<file path="src/rtl/clmul_pkg.sv">
package clmul_pkg;

    localparam int unsigned FACTOR_W = 64;
    localparam int unsigned OPND_W   = 2 * FACTOR_W;
    localparam int unsigned PROD_W   = 2 * FACTOR_W;
    localparam int unsigned IMM_W    = 8;
    localparam int unsigned SEL_A_BIT = 0;
    localparam int unsigned SEL_B_BIT = 4;

    typedef enum logic [1:0] {
        ST_IDLE = 2'd0,
        ST_RUN  = 2'd1,
        ST_DONE = 2'd2
    } clmul_state_e;

endpackage

</file>
<file path="src/rtl/clmul_half_select.sv">
module clmul_half_select #(
    parameter int unsigned FW = 64
) (
    input  logic [2*FW-1:0] opnd_i,
    input  logic            pick_hi_i,
    output logic [FW-1:0]   factor_o
);

    always_comb begin
        if (pick_hi_i) factor_o = opnd_i[2*FW-1:FW];
        else           factor_o = opnd_i[FW-1:0];
    end

endmodule

</file>
<file path="src/rtl/clmul_ctrl.sv">
module clmul_ctrl
    import clmul_pkg::*;
#(
    parameter int unsigned STEPS = 64
) (
    input  logic clk,
    input  logic rst_n,
    input  logic start_i,
    output logic load_o,
    output logic step_o,
    output logic busy_o,
    output logic done_o
);

    localparam int unsigned CNT_W = (STEPS > 1) ? $clog2(STEPS) : 1;
    localparam logic [CNT_W-1:0] LAST = CNT_W'(STEPS - 1);

    clmul_state_e state_q, state_d;
    logic [CNT_W-1:0] cnt_q;

    // state register
    always_ff @(posedge clk or negedge rst_n) begin
        if (!rst_n) state_q <= ST_IDLE;
        else        state_q <= state_d;
    end

    // next state
    always_comb begin
        state_d = state_q;
        unique case (state_q)
            ST_IDLE: if (start_i) state_d = ST_RUN;
            ST_RUN:  if (cnt_q == LAST) state_d = ST_DONE;
            ST_DONE: state_d = start_i ? ST_RUN : ST_IDLE;
            default: state_d = ST_IDLE;
        endcase
    end

    // step counter
    always_ff @(posedge clk or negedge rst_n) begin
        if (!rst_n)             cnt_q <= '0;
        else if (load_o)        cnt_q <= '0;
        else if (step_o)        cnt_q <= cnt_q + 1'b1;
    end

    // outputs
    always_comb begin
        load_o = 1'b0;
        step_o = 1'b0;
        busy_o = 1'b0;
        done_o = 1'b0;
        unique case (state_q)
            ST_IDLE: load_o = start_i;
            ST_RUN: begin
                step_o = 1'b1;
                busy_o = 1'b1;
            end
            ST_DONE: begin
                done_o = 1'b1;
                load_o = start_i;
            end
            default: ;
        endcase
    end


    done_single_chk: assert property (@(posedge clk) disable iff (!rst_n)
        done_o |=> !done_o);


    busy_done_excl_chk: assert property (@(posedge clk) disable iff (!rst_n)
        !(busy_o && done_o));


    run_advance_chk: assert property (@(posedge clk) disable iff (!rst_n)
        (busy_o && cnt_q != LAST) |=> (busy_o && cnt_q == $past(cnt_q) + 1'b1));


    run_end_chk: assert property (@(posedge clk) disable iff (!rst_n)
        (busy_o && cnt_q == LAST) |=> done_o);

endmodule

</file>
<file path="src/rtl/clmul_datapath.sv">
module clmul_datapath #(
    parameter int unsigned FW = 64
) (
    input  logic            clk,
    input  logic            rst_n,
    input  logic            load_i,
    input  logic            step_i,
    input  logic [FW-1:0]   fa_i,
    input  logic [FW-1:0]   fb_i,
    output logic [2*FW-1:0] acc_o
);

    localparam int unsigned PW = 2 * FW;

    logic [PW-1:0] mcand_q;
    logic [FW-1:0] mplier_q;
    logic [PW-1:0] acc_q;

    always_ff @(posedge clk or negedge rst_n) begin
        if (!rst_n) begin
            mcand_q  <= '0;
            mplier_q <= '0;
            acc_q    <= '0;
        end else if (load_i) begin
            mcand_q  <= {{FW{1'b0}}, fa_i};
            mplier_q <= fb_i;
            acc_q    <= '0;
        end else if (step_i) begin
            if (mplier_q[0]) acc_q <= acc_q ^ mcand_q;
            mcand_q  <= mcand_q << 1;
            mplier_q <= mplier_q >> 1;
        end
    end

    assign acc_o = acc_q;


    top_bit_zero_chk: assert property (@(posedge clk) disable iff (!rst_n)
        !acc_q[PW-1]);

endmodule

</file>
<file path="src/rtl/clmul_unit.sv">
module clmul_unit
    import clmul_pkg::*;
(
    input  logic              clk,
    input  logic              rst_n,
    input  logic              start_i,
    input  logic [OPND_W-1:0] opnd_a_i,
    input  logic [OPND_W-1:0] opnd_b_i,
    input  logic [IMM_W-1:0]  imm_i,
    output logic              busy_o,
    output logic              done_o,
    output logic [PROD_W-1:0] prod_o
);

    logic [FACTOR_W-1:0] fa, fb;
    logic load, step;

    clmul_half_select #(.FW(FACTOR_W)) u_sel_a (
        .opnd_i   (opnd_a_i),
        .pick_hi_i(imm_i[SEL_A_BIT]),
        .factor_o (fa)
    );

    clmul_half_select #(.FW(FACTOR_W)) u_sel_b (
        .opnd_i   (opnd_b_i),
        .pick_hi_i(imm_i[SEL_B_BIT]),
        .factor_o (fb)
    );

    clmul_ctrl #(.STEPS(FACTOR_W)) u_ctrl (
        .clk    (clk),
        .rst_n  (rst_n),
        .start_i(start_i),
        .load_o (load),
        .step_o (step),
        .busy_o (busy_o),
        .done_o (done_o)
    );

    clmul_datapath #(.FW(FACTOR_W)) u_dp (
        .clk   (clk),
        .rst_n (rst_n),
        .load_i(load),
        .step_i(step),
        .fa_i  (fa),
        .fb_i  (fb),
        .acc_o (prod_o)
    );


    hold_result_chk: assert property (@(posedge clk) disable iff (!rst_n)
        (!busy_o && !start_i) |=> $stable(prod_o));


    busy_start_ignored_chk: assert property (@(posedge clk) disable iff (!rst_n)
        (busy_o && start_i) |=> (busy_o || done_o));

endmodule

</file>
<file path="config.mk">
export PLATFORM = sky130hd
export DESIGN_NAME = clmul_unit
export DESIGN_NICKNAME = d
export VERILOG_FILES = /design/src/rtl/clmul_pkg.sv /design/src/rtl/clmul_half_select.sv /design/src/rtl/clmul_ctrl.sv /design/src/rtl/clmul_datapath.sv /design/src/rtl/clmul_unit.sv
export SDC_FILE = /design/constraint.sdc
export NUM_CORES = 1
export LEC_CHECK = 0
export ABC_AREA = 0
export BUFFER_PORTS_ARGS = -buffer_cell sky130_fd_sc_hd__buf_2
export CORE_MARGIN = 2
export CORE_UTILIZATION = 41
export CTS_CLUSTER_SIZE = 28
export DETAILED_ROUTE_END_ITERATION = 6
export PLACE_DENSITY_LB_ADDON = 0.3
export SETUP_SLACK_MARGIN = 0.5
export SLEW_MARGIN = 20
export SYNTH_ARGS = -nofsm -noshare
export SYNTH_HDL_FRONTEND = slang
export SYNTH_SLANG_ARGS = --single-unit
</file>
<file path="constraint.sdc">
create_clock -name clk -period 1.3 [get_ports clk]
set_input_delay 0.26 -clock clk [delete_from_list [all_inputs] [get_ports clk]]
set_output_delay 0.26 -clock clk [all_outputs]
set_load 0.02 [all_outputs]
</file>
==> results.txt <==
* Run status: complete, but fails checks
- Failing checks: negative hold slack, negative setup slack
- Clock edge transition at the registers on the reported setup and hold paths: 0.07 ns
- Among all cell types in the netlist, the one instantiated most often is sky130_fd_sc_hd__dfrtp_1.
- Yosys mapped a number of flops with a built-in enable equal to 0.
* Last weighted congestion value of the routability-driven placer: 0.793
- The final number of max-transition violations is 0.
* Number of global-route vias before repair: 13.6k
- The smallest clock period supported by the final layout is computed as 1.79 ns.
- For the worst-skew pair, the clock arrives at the later sink with an insertion delay of 0.53 ns.
- Multi-input gate area: 0.00885 mm2
- Summed over all layers, the global routing overflow is 0.
* Fraction of final layout cells sized beyond drive strength 1: 52.9%
- Setup violations remaining at the end of the flow were counted as 458.
- Largest voltage drop on the vdd net: 1.68 mV
- By area the synthesized netlist is led by sky130_fd_sc_hd__dfrtp_1 (54%), sky130_fd_sc_hd__mux2i_1 (8.7%), sky130_fd_sc_hd__o2bb2ai_1 (7.3%).
- In this run the clock root is driven by a sky130_fd_sc_hd__clkbuf_16.
- The initialized floorplan defines 70 standard-cell rows.
- The die is 197 um tall.
- Number of I/O pins: 397
- Via/cell ratio: 5.71
* Fin Setup TNS: -115.12 ns
- In the post-route analysis, the smallest setup slack over all paths is -0.495 ns.
* Die Span X: 197 um
* Number of distinct library cells after synthesis: 23
- Ratio of total power to cell area: 2510 mW/mm2
- Clock Sinks: 328
- Required time at the worst-slack endpoint: 1.04 ns
* Critical path type: reg -> out
- Dividing the final minimum period by the clock period gives 138%.
- Normalized max-slew margin: 66.9%
- The floorplan step defined a core boundary enclosing 0.0367 mm2.
* Total power draw: 62.7 mW
* Inserted Clock Buffers: 37
- At the pin with the least slew margin, the transition time is 0.494 ns.
- The die covers 0.0389 mm2.
* Initial antenna violation count: 5
* Post-DRT Antenna Nets: 0
- The initial utilization of the core area, before any placement, comes to 41.8%.
- The most used flip-flop cell after synthesis is sky130_fd_sc_hd__dfrtp_1.
- Unrepaired setup endpoints after global routing: yes
- Port buffering added 390 buffers.
* Arrival time at the worst endpoint: 1.53 ns
- Synthesis produced a netlist with a net count of 1,707.
* P&R area growth vs syn: 63.1%
- The synthesized design contains 328 register bits.
- During synthesis, Yosys emitted a total of 0 warnings.
- Maximum number of pins on one net before global-route repair: 61
* Register Area: 0.00821 mm2
- The tool flagged a number of max-cap violations equal to 0.
* Overall via count from detail_route: 14.2k
* Post-Synthesis Cell Area: 0.0153 mm2
- Hold repair after CTS inserted 5 buffers.
* Endpoint type of the worst setup path: output pin
- Top cells by count, synth: sky130_fd_sc_hd__dfrtp_1 (328), sky130_fd_sc_hd__nand2_1 (259), sky130_fd_sc_hd__mux2i_1 (133)
* Drc violations: 0
* GRT Overall Usage: 24.6%
- Library cell with the largest summed area after synthesis: sky130_fd_sc_hd__dfrtp_1
- For this run, asynchronously set or reset flops after synthesis account for 100%.
* Proportion of netlist area held by the largest area contributor: 53.6%
- Along the worst path, the maximum fanout reaches 4.
* Post-detailed-placement half-perimeter wirelength: 30,200 um
* Final setup skew: 0.0166 ns
* Tightest hold margin: -0.434 ns
- Fraction of the yosys area taken by sequential cells: 53.6%
- The analysis attributes to cell leakage a power of 11.6 nW.
* Global-route wire length before repair: 75,400 um
- TritonCTS clock tree: done
* Number of DRC markers after the initial detailed-route iteration: 924
* Router iterations before antenna repair: 6
* Maximum clock path buffer count: 3
- The number of endpoints with negative hold slack in the final report is 144.
- Average cell area after synthesis: 10.7 um2
- Fillers: 2,543
- At the end of the flow, the number of nets in the layout was 2,263.
* Upper clock frequency limit: 557 MHz
- Total wire length after detailed routing: 56,900 um
- CTS HTree Levels: 2
- The worst setup path is launched from a flop.
* Count of mapped cells out of synthesis: 1,439
- The worst hold path belongs to the class in -> async.
- In the final routed layout, each cell accounts on average for 22.9 um.
[worst max-delay path, cell delays in order (launching register included)]
cell	delay [ns]
sky130_fd_sc_hd__dfrtp_2	0.45
sky130_fd_sc_hd__and2b_4	0.19
sky130_fd_sc_hd__buf_6	0.12
sky130_fd_sc_hd__buf_12	0.12
sky130_fd_sc_hd__buf_8	0.12
[stage by stage]
stage	setup WS (ns)	cell area, um2	cells	utilization (%)	hold slack [ns]
2_1_floorplan	-0.0365	15800	1439	-	-0.0356
3_3_place_gp	-0.248	18800	2285	51.2	0.120
3_5_place_dp	-0.234	18800	2285	51.2	0.123
4_1_cts	-0.452	22200	2421	60.4	-0.439
5_1_grt	-0.516	25000	2486	68.1	-0.434
6_report	-0.495	25000	2486	68.1	-0.434
[worst paths after layout]
check	from	endpoint	slack, ns	cells after the start
min in group clk	opnd_b_i[122]	u_dp.mplier_q[58]$_DFFE_PN0P_	0.02	3
setup / recovery	u_ctrl.state_q[0]$_DFFE_PN0P_	busy_o	-0.49	4
setup reg to reg	u_ctrl.state_q[0]$_DFFE_PN0P_	u_dp.mplier_q[43]$_DFFE_PN0P_	-0.45	10
hold / removal	rst_n	u_dp.acc_o[21]$_DFFE_PN0P_	-0.43	1
max in group asynchronous	rst_n	u_dp.mplier_q[39]$_DFFE_PN0P_	0.43	3
hold reg to reg	u_dp.acc_o[29]$_DFFE_PN0P_	u_dp.acc_o[29]$_DFFE_PN0P_	0.47	1
[registers in the layout, indices dropped and copies added, names as in the netlist]
name            count
u_dp.mplier_q      64
u_dp.mcand_q      128
u_ctrl.state_q      2
u_ctrl.cnt_q        6
u_dp.acc_o        128
[cell type report]
class / instances / share of cell area (%)
multi-input combinational: 984 / 35.4
sequential: 328 / 32.8
timing repair buffer: 644 / 24.9
clock buffer: 53 / 4.31
tap: 468 / 2.34
clock inverter: 5 / 0.160
antenna: 4 / 0.0400
[cell usage in the layout (no fill, tap or decap), types with 38 or more instances in the layout]
cell type / n
sky130_fd_sc_hd__buf_2: 385
sky130_fd_sc_hd__dfrtp_1: 327
sky130_fd_sc_hd__nand2_1: 171
sky130_fd_sc_hd__mux2i_1: 133
sky130_fd_sc_hd__nor2b_1: 127
sky130_fd_sc_hd__a211oi_2: 76
sky130_fd_sc_hd__buf_4: 76
sky130_fd_sc_hd__clkbuf_16: 73
sky130_fd_sc_hd__nand2_2: 71
sky130_fd_sc_hd__o2bb2ai_2: 69
sky130_fd_sc_hd__a22o_1: 65
sky130_fd_sc_hd__a21oi_2: 62
sky130_fd_sc_hd__buf_12: 56
sky130_fd_sc_hd__o2bb2ai_1: 48
sky130_fd_sc_hd__a21oi_1: 47
sky130_fd_sc_hd__a211oi_4: 42
sky130_fd_sc_hd__buf_16: 38
[what timing repair did]
| item | CTS | global route |
|---|---|---|
| setup endpoints to repair | 458 | 502 |
| pin swaps | 89 | 107 |
| gates resized for setup | 196 | 361 |
| endpoints found under the hold margin | 188 | 144 |
| setup buffers | 39 | 15 |
| cloned | 34 | 46 |
[cell families (layout without fill, tap and decap cells)]
group	count (synthesis)	in the layout	synth area share [%]
DFF	328	328	53.6
other	0	4	0
and+or+nand+nor	400	401	12.2
muxes	133	133	8.69
adders and majority gates	1	1	0.0816
buffers and inverters	128	702	4.07
AOI/OAI and AO/OA	449	449	21.5
[routing by layer]
| layer | track usage [%] | up-vias | routed length [um] | share of wire (%) |
|---|---|---|---|---|
| li1 | - | 6294 | - | - |
| met3 | 4.06 | 120 | 3540 | 6.2 |
| met1 | 33.0 | 7174 | 23500 | 41 |
| met5 | 0 | - | 16 | 0.028 |
| met4 | 7.80 | 2 | 1760 | 3.1 |
| met2 | 41.0 | 595 | 28100 | 49 |
[power breakdown]
part           leakage [nW]  switching [mW]  internal (mW)
Combinational          6.97            16.7           16.4
Clock                 0.551            4.19           5.73
Sequential             4.10            4.72           14.9
Total                  11.6            25.6           37.0
(Power assumes the default switching activity.)
